[config.mk]
export PLATFORM = sky130hd
export DESIGN_NAME = mux_port_ctrl
export DESIGN_NICKNAME = d
export VERILOG_FILES = /design/src/rtl/mgp_pkg.sv /design/src/rtl/mgp_sync.sv /design/src/rtl/mgp_regs.sv /design/src/rtl/mgp_pin_mux.sv /design/src/rtl/mgp_ext_irq.sv /design/src/rtl/mux_port_ctrl.sv
export SDC_FILE = /design/constraint.sdc
export NUM_CORES = 1
export LEC_CHECK = 0
export BUFFER_PORTS_ARGS = -buffer_cell sky130_fd_sc_hd__buf_4
export CAP_MARGIN = 20
export CELL_PAD_IN_SITES_DETAIL_PLACEMENT = 1
export CELL_PAD_IN_SITES_GLOBAL_PLACEMENT = 1
export CORE_MARGIN = 8
export CORE_UTILIZATION = 35
export CTS_CLUSTER_SIZE = 24
export DETAILED_ROUTE_END_ITERATION = 8
export PLACE_DENSITY = 0.83
export SLEW_MARGIN = 20
export SYNTH_ARGS = -nofsm -noshare
export SYNTH_HDL_FRONTEND = slang
export SYNTH_SLANG_ARGS = --single-unit
[constraint.sdc]
create_clock -name clk -period 2.79 [get_ports clk]
set_input_delay 0.1395 -clock clk [delete_from_list [all_inputs] [get_ports clk]]
set_output_delay 0.1395 -clock clk [all_outputs]
set_load 0.005 [all_outputs]
[src/rtl/mgp_pkg.sv]
package mgp_pkg;
   localparam int NPIN    = 5;
   localparam int DW      = 8;
   localparam int AW      = 2;
   localparam int PIN_DM  = 4;
   localparam int PIN_DP  = 3;
   localparam int PIN_CH1 = 2;
   localparam int PIN_CH0 = 1;
   localparam int PIN_CLK = 0;
   localparam int NCH     = 2;

   typedef enum logic [AW-1:0] {
      REG_DATA = 2'd0,
      REG_DIR  = 2'd1,
      REG_CTRL = 2'd2,
      REG_PEND = 2'd3
   } reg_sel_e;

   localparam int CTRL_IRQ_EN = 0;
   localparam int CTRL_PU_EN  = 1;
   localparam int CTRL_W      = 2;
endpackage

[src/rtl/mgp_sync.sv]
module mgp_sync #(
   parameter int W      = 5,
   parameter int STAGES = 2
) (
   input  logic         clk,
   input  logic         rst_n,
   input  logic [W-1:0] d,
   output logic [W-1:0] q
);
   generate
      if (STAGES < 2) begin : g_bad
         $error("mgp_sync needs at least two stages");
      end
   endgenerate

   logic [STAGES-1:0][W-1:0] chain;

   always_ff @(posedge clk or negedge rst_n) begin
      if (!rst_n) chain[0] <= '0;
      else        chain[0] <= d;
   end

   generate
      for (genvar s = 1; s < STAGES; s++) begin : g_stage
         always_ff @(posedge clk or negedge rst_n) begin
            if (!rst_n) chain[s] <= '0;
            else        chain[s] <= chain[s-1];
         end
      end
   endgenerate

   assign q = chain[STAGES-1];
endmodule

[src/rtl/mgp_regs.sv]
module mgp_regs
   import mgp_pkg::*;
#(
   parameter int N = NPIN
) (
   input  logic          clk,
   input  logic          rst_n,
   input  logic          we,
   input  logic [AW-1:0] addr,
   input  logic [DW-1:0] wdata,
   input  logic [N-1:0]  port_rd,
   input  logic          pend,
   output logic [N-1:0]  latch,
   output logic [N-1:0]  ddr,
   output logic          irq_en,
   output logic          pu_en,
   output logic          ack,
   output logic [DW-1:0] rdata
);
   generate
      if (N > DW) begin : g_bad
         $error("mgp_regs: pin count exceeds data width");
      end
   endgenerate

   logic [CTRL_W-1:0] ctrl;

   always_ff @(posedge clk or negedge rst_n) begin
      if (!rst_n) begin
         latch <= '0;
         ddr   <= '0;
         ctrl  <= '0;
      end else if (we) begin
         case (reg_sel_e'(addr))
            REG_DATA: latch <= wdata[N-1:0];
            REG_DIR:  ddr   <= wdata[N-1:0];
            REG_CTRL: ctrl  <= wdata[CTRL_W-1:0];
            default:  ;
         endcase
      end
   end

   assign irq_en = ctrl[CTRL_IRQ_EN];
   assign pu_en  = ctrl[CTRL_PU_EN];
   assign ack    = we && (reg_sel_e'(addr) == REG_PEND) && wdata[0];

   always_comb begin
      rdata = '0;
      case (reg_sel_e'(addr))
         REG_DATA: rdata[N-1:0]      = port_rd;
         REG_DIR:  rdata[N-1:0]      = ddr;
         REG_CTRL: rdata[CTRL_W-1:0] = ctrl;
         REG_PEND: rdata[0]          = pend;
         default:  rdata = '0;
      endcase
   end
endmodule

[src/rtl/mgp_pin_mux.sv]
module mgp_pin_mux
   import mgp_pkg::*;
#(
   parameter logic [2:0] EXT_CLK_CODE = 3'b111
) (
   input  logic              usb_en,
   input  logic              usb_dm_oe,
   input  logic              usb_dm_out,
   input  logic              usb_dp_oe,
   input  logic              usb_dp_out,
   input  logic [2*NCH-1:0]  tim_els,
   input  logic [NCH-1:0]    tim_ch_oe,
   input  logic [NCH-1:0]    tim_ch_out,
   input  logic [2:0]        tim_ps,
   input  logic [NPIN-1:0]   latch,
   input  logic [NPIN-1:0]   ddr,
   input  logic [NPIN-1:0]   pin_s,
   output logic [NPIN-1:0]   pad_oe,
   output logic [NPIN-1:0]   pad_out,
   output logic [NPIN-1:0]   port_rd,
   output logic              clk_sel
);
   logic [1:0] od_pin;
   logic [1:0] usb_oe;
   logic [1:0] usb_out;

   assign usb_oe  = {usb_dm_oe,  usb_dp_oe};
   assign usb_out = {usb_dm_out, usb_dp_out};

   // shared USB / open-drain pins (index 1 -> pad 4, index 0 -> pad 3)
   generate
      for (genvar k = 0; k < 2; k++) begin : g_usb
         localparam int P = PIN_DP + k;
         assign od_pin[k]  = ddr[P] & ~latch[P];
         assign pad_oe[P]  = usb_en ? usb_oe[k]  : od_pin[k];
         assign pad_out[P] = usb_en ? usb_out[k] : 1'b0;
      end
   endgenerate

   // timer channel pins
   generate
      for (genvar c = 0; c < NCH; c++) begin : g_ch
         localparam int P = PIN_CH0 + c;
         logic owned;
         assign owned      = |tim_els[2*c +: 2];
         assign pad_oe[P]  = owned ? tim_ch_oe[c]  : ddr[P];
         assign pad_out[P] = owned ? tim_ch_out[c] : latch[P];
      end
   endgenerate

   // external timer clock pin
   assign clk_sel           = (tim_ps == EXT_CLK_CODE);
   assign pad_oe[PIN_CLK]   = clk_sel ? 1'b0 : ddr[PIN_CLK];
   assign pad_out[PIN_CLK]  = latch[PIN_CLK];

   // read path ignores ownership
   generate
      for (genvar i = 0; i < NPIN; i++) begin : g_rd
         assign port_rd[i] = ddr[i] ? latch[i] : pin_s[i];
      end
   endgenerate
endmodule

[src/rtl/mgp_ext_irq.sv]
module mgp_ext_irq (
   input  logic clk,
   input  logic rst_n,
   input  logic pin_s,
   input  logic arm,
   input  logic ack,
   output logic pend
);
   logic prev;
   logic fall;

   assign fall = prev & ~pin_s;

   always_ff @(posedge clk or negedge rst_n) begin
      if (!rst_n) begin
         prev <= 1'b0;
         pend <= 1'b0;
      end else begin
         prev <= pin_s;
         if (arm && fall) pend <= 1'b1;
         else if (ack)    pend <= 1'b0;
      end
   end
endmodule

[src/rtl/mux_port_ctrl.sv]
module mux_port_ctrl
   import mgp_pkg::*;
#(
   parameter int         SYNC_STAGES  = 2,
   parameter logic [2:0] EXT_CLK_CODE = 3'b111
) (
   input  logic          clk,
   input  logic          rst_n,
   input  logic          bus_we,
   input  logic [1:0]    bus_addr,
   input  logic [7:0]    bus_wdata,
   output logic [7:0]    bus_rdata,
   input  logic          usb_en,
   input  logic          usb_pullup_req,
   input  logic          usb_dm_oe,
   input  logic          usb_dm_out,
   input  logic          usb_dp_oe,
   input  logic          usb_dp_out,
   output logic          usb_dm_in,
   output logic          usb_dp_in,
   input  logic [3:0]    tim_els,
   input  logic [1:0]    tim_ch_oe,
   input  logic [1:0]    tim_ch_out,
   output logic [1:0]    tim_ch_in,
   input  logic [2:0]    tim_ps,
   output logic          tim_clk_in,
   input  logic [4:0]    pad_in,
   output logic [4:0]    pad_oe,
   output logic [4:0]    pad_out,
   output logic          pu4_port_en,
   output logic          pu4_dm_en,
   output logic          irq_req
);
   logic [NPIN-1:0] pin_s;
   logic [NPIN-1:0] latch;
   logic [NPIN-1:0] ddr;
   logic [NPIN-1:0] port_rd;
   logic            irq_en;
   logic            pu_en;
   logic            ack;
   logic            pend;
   logic            clk_sel;

   mgp_sync #(.W(NPIN), .STAGES(SYNC_STAGES)) u_sync (
      .clk(clk), .rst_n(rst_n), .d(pad_in), .q(pin_s)
   );

   mgp_regs #(.N(NPIN)) u_regs (
      .clk(clk), .rst_n(rst_n), .we(bus_we), .addr(bus_addr),
      .wdata(bus_wdata), .port_rd(port_rd), .pend(pend),
      .latch(latch), .ddr(ddr), .irq_en(irq_en), .pu_en(pu_en),
      .ack(ack), .rdata(bus_rdata)
   );

   mgp_pin_mux #(.EXT_CLK_CODE(EXT_CLK_CODE)) u_mux (
      .usb_en(usb_en), .usb_dm_oe(usb_dm_oe), .usb_dm_out(usb_dm_out),
      .usb_dp_oe(usb_dp_oe), .usb_dp_out(usb_dp_out),
      .tim_els(tim_els), .tim_ch_oe(tim_ch_oe), .tim_ch_out(tim_ch_out),
      .tim_ps(tim_ps), .latch(latch), .ddr(ddr), .pin_s(pin_s),
      .pad_oe(pad_oe), .pad_out(pad_out), .port_rd(port_rd),
      .clk_sel(clk_sel)
   );

   mgp_ext_irq u_irq (
      .clk(clk), .rst_n(rst_n), .pin_s(pin_s[PIN_DM]),
      .arm(irq_en & ~usb_en), .ack(ack), .pend(pend)
   );

   assign irq_req     = pend;
   assign usb_dm_in   = pad_in[PIN_DM];
   assign usb_dp_in   = pad_in[PIN_DP];
   assign tim_ch_in   = pin_s[PIN_CH1:PIN_CH0];
   assign tim_clk_in  = clk_sel & pin_s[PIN_CLK];
   assign pu4_port_en = pu_en & ~usb_en;
   assign pu4_dm_en   = usb_pullup_req & usb_en;
endmodule

# ---- Word-level counts from Yosys, hierarchy flattened
# Index checks and enable logic that the tools add are counted.
dict set report classes {
  eq_ne 4
  n_mux 19
  bitwise 11
  reduce_logical 10
}
# op count
set op_table {}
lappend op_table {{1-bit 2-to-1 mux} 16}
lappend op_table {{1-bit AND} 7}
lappend op_table {{3-bit one-hot mux with 2 select lines} 1}
lappend op_table {{2-bit AND reduction} 3}
lappend op_table {{2-bit == test, second input constant} 2}
lappend op_table {{1-bit inverter} 4}
lappend op_table {{1-bit one-hot mux with 4 select lines} 1}
lappend op_table {{2-bit OR reduction} 2}
lappend op_table {{3-bit == test, second input constant} 1}
lappend op_table {{1-bit logical AND} 3}
lappend op_table {{1-bit one-hot mux with 3 select lines} 1}
lappend op_table {{2-bit by 1-bit == test with 1-bit output, second input constant} 1}
lappend op_table {{2-bit zero test} 1}
lappend op_table {{2-bit nonzero test} 1}
dict set report totals {
  reg_bits 24
  inputBits 35
  out_inout_bits 26
  elab_cells 51
}

# ---- Logic depth before layout (Yosys ltp)
# Gate-level depths: netlist (run 1).
dict set report depth {
  depth_word 5
  depth_mapped 4
  mapped_depth_nobuf 3
}

# ---- Hierarchy
# Synthesis (run 1) repeated with hierarchy kept, for this count alone.
dict set report unflattened {
  hier_cells 91
  area_unflattened_um2 1212.4
}
# mod n_inst cells_per_inst area_per_inst_um2 seq_area_each_um2
set modules_own_cells {}
lappend modules_own_cells {mgp_regs 1 44 625.6 300.3}
lappend modules_own_cells {mgp_sync 1 15 287.8 250.2}
lappend modules_own_cells {mgp_pin_mux 1 21 188.9 0.0}
lappend modules_own_cells {mgp_ext_irq 1 5 70.1 50.0}
lappend modules_own_cells {mux_port_ctrl 1 6 40.0 0.0}

# ---- Worst setup path before layout (run 1)
# OpenSTA, ideal clock, no wires.
dict set report synth_path {
  path_type {reg2out}
  from {register u_regs.ddr[0]}
  to {output port bus_rdata[0]}
  arrival_time_ns 1.131
  slack_ns 1.520
  stages_incl_launch_ff 3
  path_buffers 0
  path_cell_list {dfrtp_1 > mux2_4 > mux4_2}
}
dict set report synth_between {
  elab_chain_cells 2
}
# item line_no
set synth_lines {}
lappend synth_lines {{from (decl)} mgp_regs.sv:14} ;# output logic [N-1:0] ddr,
lappend synth_lines {{from (signal assigned)} mgp_regs.sv:36} ;# REG_DIR: ddr <= wdata[N-1:0];
lappend synth_lines {{1-bit 2-to-1 mux} mgp_pin_mux.sv:59} ;# assign port_rd[i] = ddr[i] ? latch[i] : pin_s[i];
lappend synth_lines {{1-bit one-hot mux with 4 select lines *} mgp_regs.sv:49} ;# case (reg_sel_e'(addr))
lappend synth_lines {{to (decl)} mux_port_ctrl.sv:12} ;# output logic [7:0] bus_rdata,
# Mark *: on every way between the ends. The rest lies on a longest branch, timed or not.

# ---- Worst setup path in the final report (run 1)
# Same ends and word-level chain as after synthesis.

==> out/qor.txt, run 1 <==
Switching power of the nets: 0.2127 mW
Crit path buf inv count: 1
Setup Viol. Count Final: 0
Slowest CP cell: dfrtp_1
CTS sink cnt: 24
Longest Clk Path Bufs: 2
H-tree levels: 1
Post-synthesis xor/xnor area fraction: 0%
Synth warn: 0
Layout cells sized above 1: 54.17%
Mux share of post-synthesis cell area: 19.51%
Setup TNS: 0 ps
CP peak stage delay: 450 ps
Root buffer cell: clkbuf_4
Unrepaired setup endpoints after global routing: false
Filler cells: 337
Total Wirelength: 2.998 mm
CP endpoint kind: output pin
Post-synth ARST share: 100.0%
Post-Synthesis Cells: 88
Synth Area in Simple Gates: 12.11%
Sequential area share after synthesis: 53.81%
Required @ worst endpoint: 2650 ps
Mapped Area: 1116 µm²
Count of final hold-check violations: 0
Die ar.: 5252 µm²
CTS tree: built
Final ANT Viol Nets: 0
Max-cap violations: 0
Worst-path clk slew: 140 ps
Fmax: 553.5 MHz
Clock power frac: 22.0%
Vias per cell: 4.697
Fin crit share: 64.75%
FF/Latch Area: 600.6 µm²
Peak supply drop: 290.5 µV
CP Cell Sequence: mux2_4 -> mux4_2 -> buf_4
Setup CP Type: reg -> out
Reg2reg path depth: 2
Clk_skew: 9.806 ps
R2R Path End: u_irq.pend
Sw Share: 25.78%
Critical Path Source Type: register
Clock insertion delay at the later pin of the skew report: 310 ps
Routed len/inst: 15.95 µm
Seq pwr share: 51.9%
Die width: 72.47 µm
Post-detail-place hpwl: 2.369 mm
Initial antenna violation count: 0
Core area: 3053 µm²
Lkg Pwr: 0.7632 nW
Pint: 0.6123 mW
First-pass DRT Iterations: 2
Pwr dens: 514.3 nW/µm²
Comb pwr share: 26.2%
Pin count of the biggest net entering global routing: 25
PortBufs: 54
# Post-CTS Setup Buffers: 0
Row count: 20
Final Max Tran Viols: 0
Post-synth EDFFs: 0
Synthesized flop and latch total: 24
Netlist cell types: 28
DR vias: 883
Total Power: 0.8250 mW
Num CTS Buffers: 3
CP top delay family: multiplexers
Post-Route Utilization: 52.54%
Fin worst setup slack: 983.4 ps
Most common flop cell mapped by yosys: dfrtp_1
Largest family of logic cells by synthesized area: multiplexers
Vias in the first global route: 1044
Adder-Cell Fraction of Synth Area: 0%
First-pass GRT wire length: 4.995 mm
Complex-gate fraction of the synthesized area: 6.726%
RR Startpoint: u_sync.q[4]
Initial Util: 36.56%
HP Class: in -> reg
Antenna Cells: 0
Register-to-register setup slack: 1910 ps
DRC Markers: 0
All-layer global routing usage: 11.68%
Die H: 72.47 µm
Final Critical Period: 1807 ps
Grt ovf: 0
Worst hold margin: 58.80 ps
Status: finished clean
Crit path depth: 3
Area Overhead vs Synth: 43.72%
GP Congestion: 0.7367
Synthesized area per cell: 12.68 µm²
CP Capture Point: bus_rdata[0]
Iteration-0 DRC count of the detailed router: 3
Final net count: 180
Data arrival time of the critical path: 1670 ps
Crit Path Max Fanout: 4
Crit. Startpoint: u_regs.ddr[0]
Setup WS pre-CTS: 1341 ps
Multi-input combinational cell area: 439.2 µm²
I/O Pins: 61
## cells by family (layout without fill, tap and decap cells)
logic type             count (synthesis)  after routing
flip-flops                            24             24
AO/OA/AOI/OAI                         12             12
AND/OR/NAND/NOR                       21             21
other                                  1              3
buffers and inverters                 12             66
multiplexers                          18             18
## stage by stage
stage,instance area (µm²),instances
floorplan,1124,90
global placement,1508,178
detailed placement,1508,178
CTS,1604,188
global route,1604,188
finish,1604,188
## area by class of cell
| class | instances | area share, % |
|---|---|---|
| timing repair buffer | 60 | 29.02 |
| sequential | 24 | 37.44 |
| clock buffer | 4 | 2.262 |
| tap | 44 | 3.432 |
| multi-input combinational | 54 | 27.38 |
| inverter | 2 | 0.4680 |
## state kept, by name, summed over array words and instances, names as in the netlist
signal,flops
u_sync.chain,5
u_irq.pend,1
u_regs.latch,5
u_regs.ctrl,2
u_irq.prev,1
u_regs.ddr,5
u_sync.q,5
## layer usage
layer,share of wire [%],global-route usage [%],wire [µm],vias to the layer above
li1,-,-,-,409
met1,43,13.28,1281,428
met2,44,19.26,1323,46
met3,13,6.474,393,0
met4,0,1.333,0,0
met5,0,0,0,-
## power by group through the flow
stage          logic (mW)  registers, mW  clock network, mW
4_1_cts             0.221          0.428              0.186
2_1_floorplan       0.106          0.422                  0
6_report            0.216          0.428              0.182
5_1_grt             0.236          0.434              0.208
3_5_place_dp        0.214          0.434                  0
3_3_place_gp        0.205          0.430                  0
## cell usage in the layout (no fill, tap or decap), types with 2 or more instances in the layout
cell	n
nor2_1	4
conb_1	3
a21oi_1	2
o21ai_0	5
nand2_1	3
buf_4	54
dlygate4sd3_1	6
and2_1	3
dfrtp_1	24
mux2_2	16
inv_1	2
clkbuf_4	3
nand2b_1	2
nor2b_1	2
## how the worst min path moves through the flow
stage | endpoint | slack, ps | depth (start not counted) | startpoint
2_1_floorplan | u_irq.pend | -160 | 0 | rst_n
3_3_place_gp | u_sync.chain[2] | 50 | 1 | rst_n
3_5_place_dp | u_sync.chain[2] | 60 | 1 | rst_n
4_1_cts | u_regs.latch[3] | 60 | 2 | bus_wdata[3]
5_1_grt | u_regs.latch[2] | 40 | 2 | bus_wdata[2]
6_report | u_regs.latch[2] | 60 | 2 | bus_wdata[2]
## repair_timing
action / in CTS / in global routing
hold buffers: 6 / 0
gates resized for setup: 0 / 0
endpoints found under the hold margin: 29 / 0
## Yosys cell counts (2+ instances only)
cell      number  area share (%)
mux2_2        16              16
dfrtp_1       24              54
a21oi_1        2            0.90
o21ai_0        5             2.2
buf_4          8             5.4
inv_1          2            0.67
nor2_1         4             1.3
and2_1         3             1.7
nand2b_1       2             1.1
nand2_1        3             1.0
nor2b_1        2             1.1
(Power assumes the default switching activity.)
==> run 2, diff against run 1 <==
- CORE_UTILIZATION: 35 -> 32
- PLACE_DENSITY: 0.83 -> 0.77
- clock period: 2.79 -> 1.72 ns (I/O delays scaled with it)
==> out/qor.txt, run 2 (same netlist as run 1, synthesis figures left out) <==
Status: finished clean (unchanged)
Max-cap violations: 0 (unchanged)
Register-to-register setup slack: 690 ps (was 1910 ps)
Post-detail-place hpwl: 2.373 mm (was 2.369 mm)
All-layer global routing usage: 11.55% (was 11.68%)
CTS tree: built (unchanged)
Fin area: 1672 µm² (was 1604 µm²)
Fmax: 583.7 MHz
Data arrival time of the critical path: 1630 ps (was 1670 ps)
Unrepaired setup endpoints after global routing: true (was false)
Most frequent cells in the layout: buf_4, dfrtp_1, mux2_2 (unchanged)
Initial antenna violation count: 0 (unchanged)
Iteration-0 DRC count of the detailed router: 8 (was 3)
HP Class: in -> reg (unchanged)
CTS sink cnt: 24 (unchanged)
I/O Pins: 61 (unchanged)
H-tree levels: 1 (unchanged)
GP Congestion: 0.7439 (was 0.7367)
Vias per cell: 4.631 (was 4.697)
Clk_skew: 5.234 ps (was 9.806 ps)
DRC Markers: 0 (unchanged)
Initial Util: 33.45% (was 36.56%)
First-pass GRT wire length: 4.961 mm (was 4.995 mm)
Final ANT Viol Nets: 0 (unchanged)
CP Capture Point: bus_rdata[0] (unchanged)
Reg2reg path depth: 3 (was 2)
Most common cell after layout, fill and taps aside: buf_4 (unchanged)
Area post-placement: 1510 µm² (was 1508 µm²)
PortBufs: 54 (unchanged)
Post-Route Utilization: 50.09% (was 52.54%)
Crit. Startpoint: u_regs.ddr[0] (unchanged)
Final net count: 185 (was 180)
Root buffer cell: clkbuf_4 (unchanged)
Antenna Cells: 0 (unchanged)
Setup Viol. Count Final: 0 (unchanged)
Fin worst setup slack: 6.756 ps (was 983.4 ps)
Setup CP Type: reg -> out (unchanged)
Crit path buf inv count: 1 (unchanged)
CP endpoint kind: output pin (unchanged)
Core area: 3337 µm² (was 3053 µm²)
Fin crit share: 99.61%
First-pass DRT Iterations: 4 (was 2)
Critical Path Source Type: register (unchanged)
Total Power: 1.468 mW (was 0.8250 mW)
Vias in the first global route: 1066 (was 1044)
Die H: 75.06 µm (was 72.47 µm)
Setup TNS: 0 ps (unchanged)
Crit Path Max Fanout: 2 (was 4)
Layout cells sized above 1: 53.69% (was 54.17%)
Clock insertion delay at the later pin of the skew report: 310 ps (about the same)
Placed cells: 180 (was 178)
Count of final hold-check violations: 0 (unchanged)
Worst Hold Path Cells: 2 (unchanged)
Grt ovf: 0 (unchanged)
Total Wirelength: 3.126 mm (was 2.998 mm)
Area Overhead vs Synth: 49.78% (was 43.72%)
Layout Cells excl Fill: 195 (was 188)
Worst-path clk slew: 130 ps (was 140 ps)
Pin count of the biggest net entering global routing: 25 (unchanged)
DR vias: 903 (was 883)
Die width: 75.06 µm (was 72.47 µm)
Row count: 21 (was 20)
Num CTS Buffers: 3 (unchanged)
R2R Path End: u_regs.ddr[0] (was u_irq.pend)
Slowest CP cell: mux4_2 (was dfrtp_1)
Routed len/inst: 16.03 µm (was 15.95 µm)
Pwr dens: 878.1 nW/µm² (was 514.3 nW/µm²)
CP top delay family: multiplexers (unchanged)
Die ar.: 5633 µm² (was 5252 µm²)
Setup WS pre-CTS: 325.2 ps (was 1341 ps)
CP Cell Sequence: mux2_4 -> mux4_2 -> buf_6 (was mux2_4 -> mux4_2 -> buf_4)
Crit path depth: 3 (unchanged)
CP peak stage delay: 470 ps (was 450 ps)
Peak supply drop: 544.8 µV (was 290.5 µV)
Longest Clk Path Bufs: 2 (unchanged)
Final Max Tran Viols: 0 (unchanged)
Final Critical Period: 1713 ps
Required @ worst endpoint: 1630 ps (was 2650 ps)
Worst hold margin: 17.79 ps (was 58.80 ps)
RR Startpoint: u_regs.ddr[0] (was u_sync.q[4])
Lkg Pwr: 0.7935 nW (was 0.7632 nW)
-- run 2: per-layer routing --
| layer | global-route usage [%] | part of all wire, % | routed length [µm] |
|---|---|---|---|
| met1 | 11.45 | 37 | 1155 |
| met2 | 21.11 | 50 | 1576 |
| met3 | 4.261 | 11 | 338 |
| met4 | 4.565 | 1.8 | 56 |
| met5 | 0 | 0 | 0 |
-- run 2: worst min-delay path by stage --
stage / start / to / slack (ps)
after floorplan: rst_n / u_irq.pend / -210
after detailed placement: rst_n / u_sync.chain[2] / -1
after CTS: bus_wdata[1] / u_regs.ddr[1] / 2
final: bus_wdata[4] / u_regs.latch[4] / 20
after global routing: bus_wdata[4] / u_regs.latch[4] / 0.5
after global placement: rst_n / u_sync.chain[2] / -6
-- run 2: cell type report --
class	count	area, µm²
clock buffer	3	22.52
inverter	2	7.507
multi-input combinational	54	439.2
tap	46	57.56
fill	376	1665
clock inverter	1	30.03
timing repair buffer	65	514.2
sequential	24	600.6
-- run 2: repair_timing --
action	CTS	global route
endpoints found under the hold margin	32	1
pin swaps	0	0
hold buffers	8	1
setup endpoints to repair	1	1
buffers inserted	1	1
resized for setup	1	0
-- run 2: power breakdown --
group / total [mW] / switching (mW) / internal (mW) / leakage (nW)
combinational: 0.376 / 0.130 / 0.246 / 0.484
clock: 0.402 / 0.166 / 0.235 / 0.0279
sequential: 0.690 / 0.0530 / 0.637 / 0.282
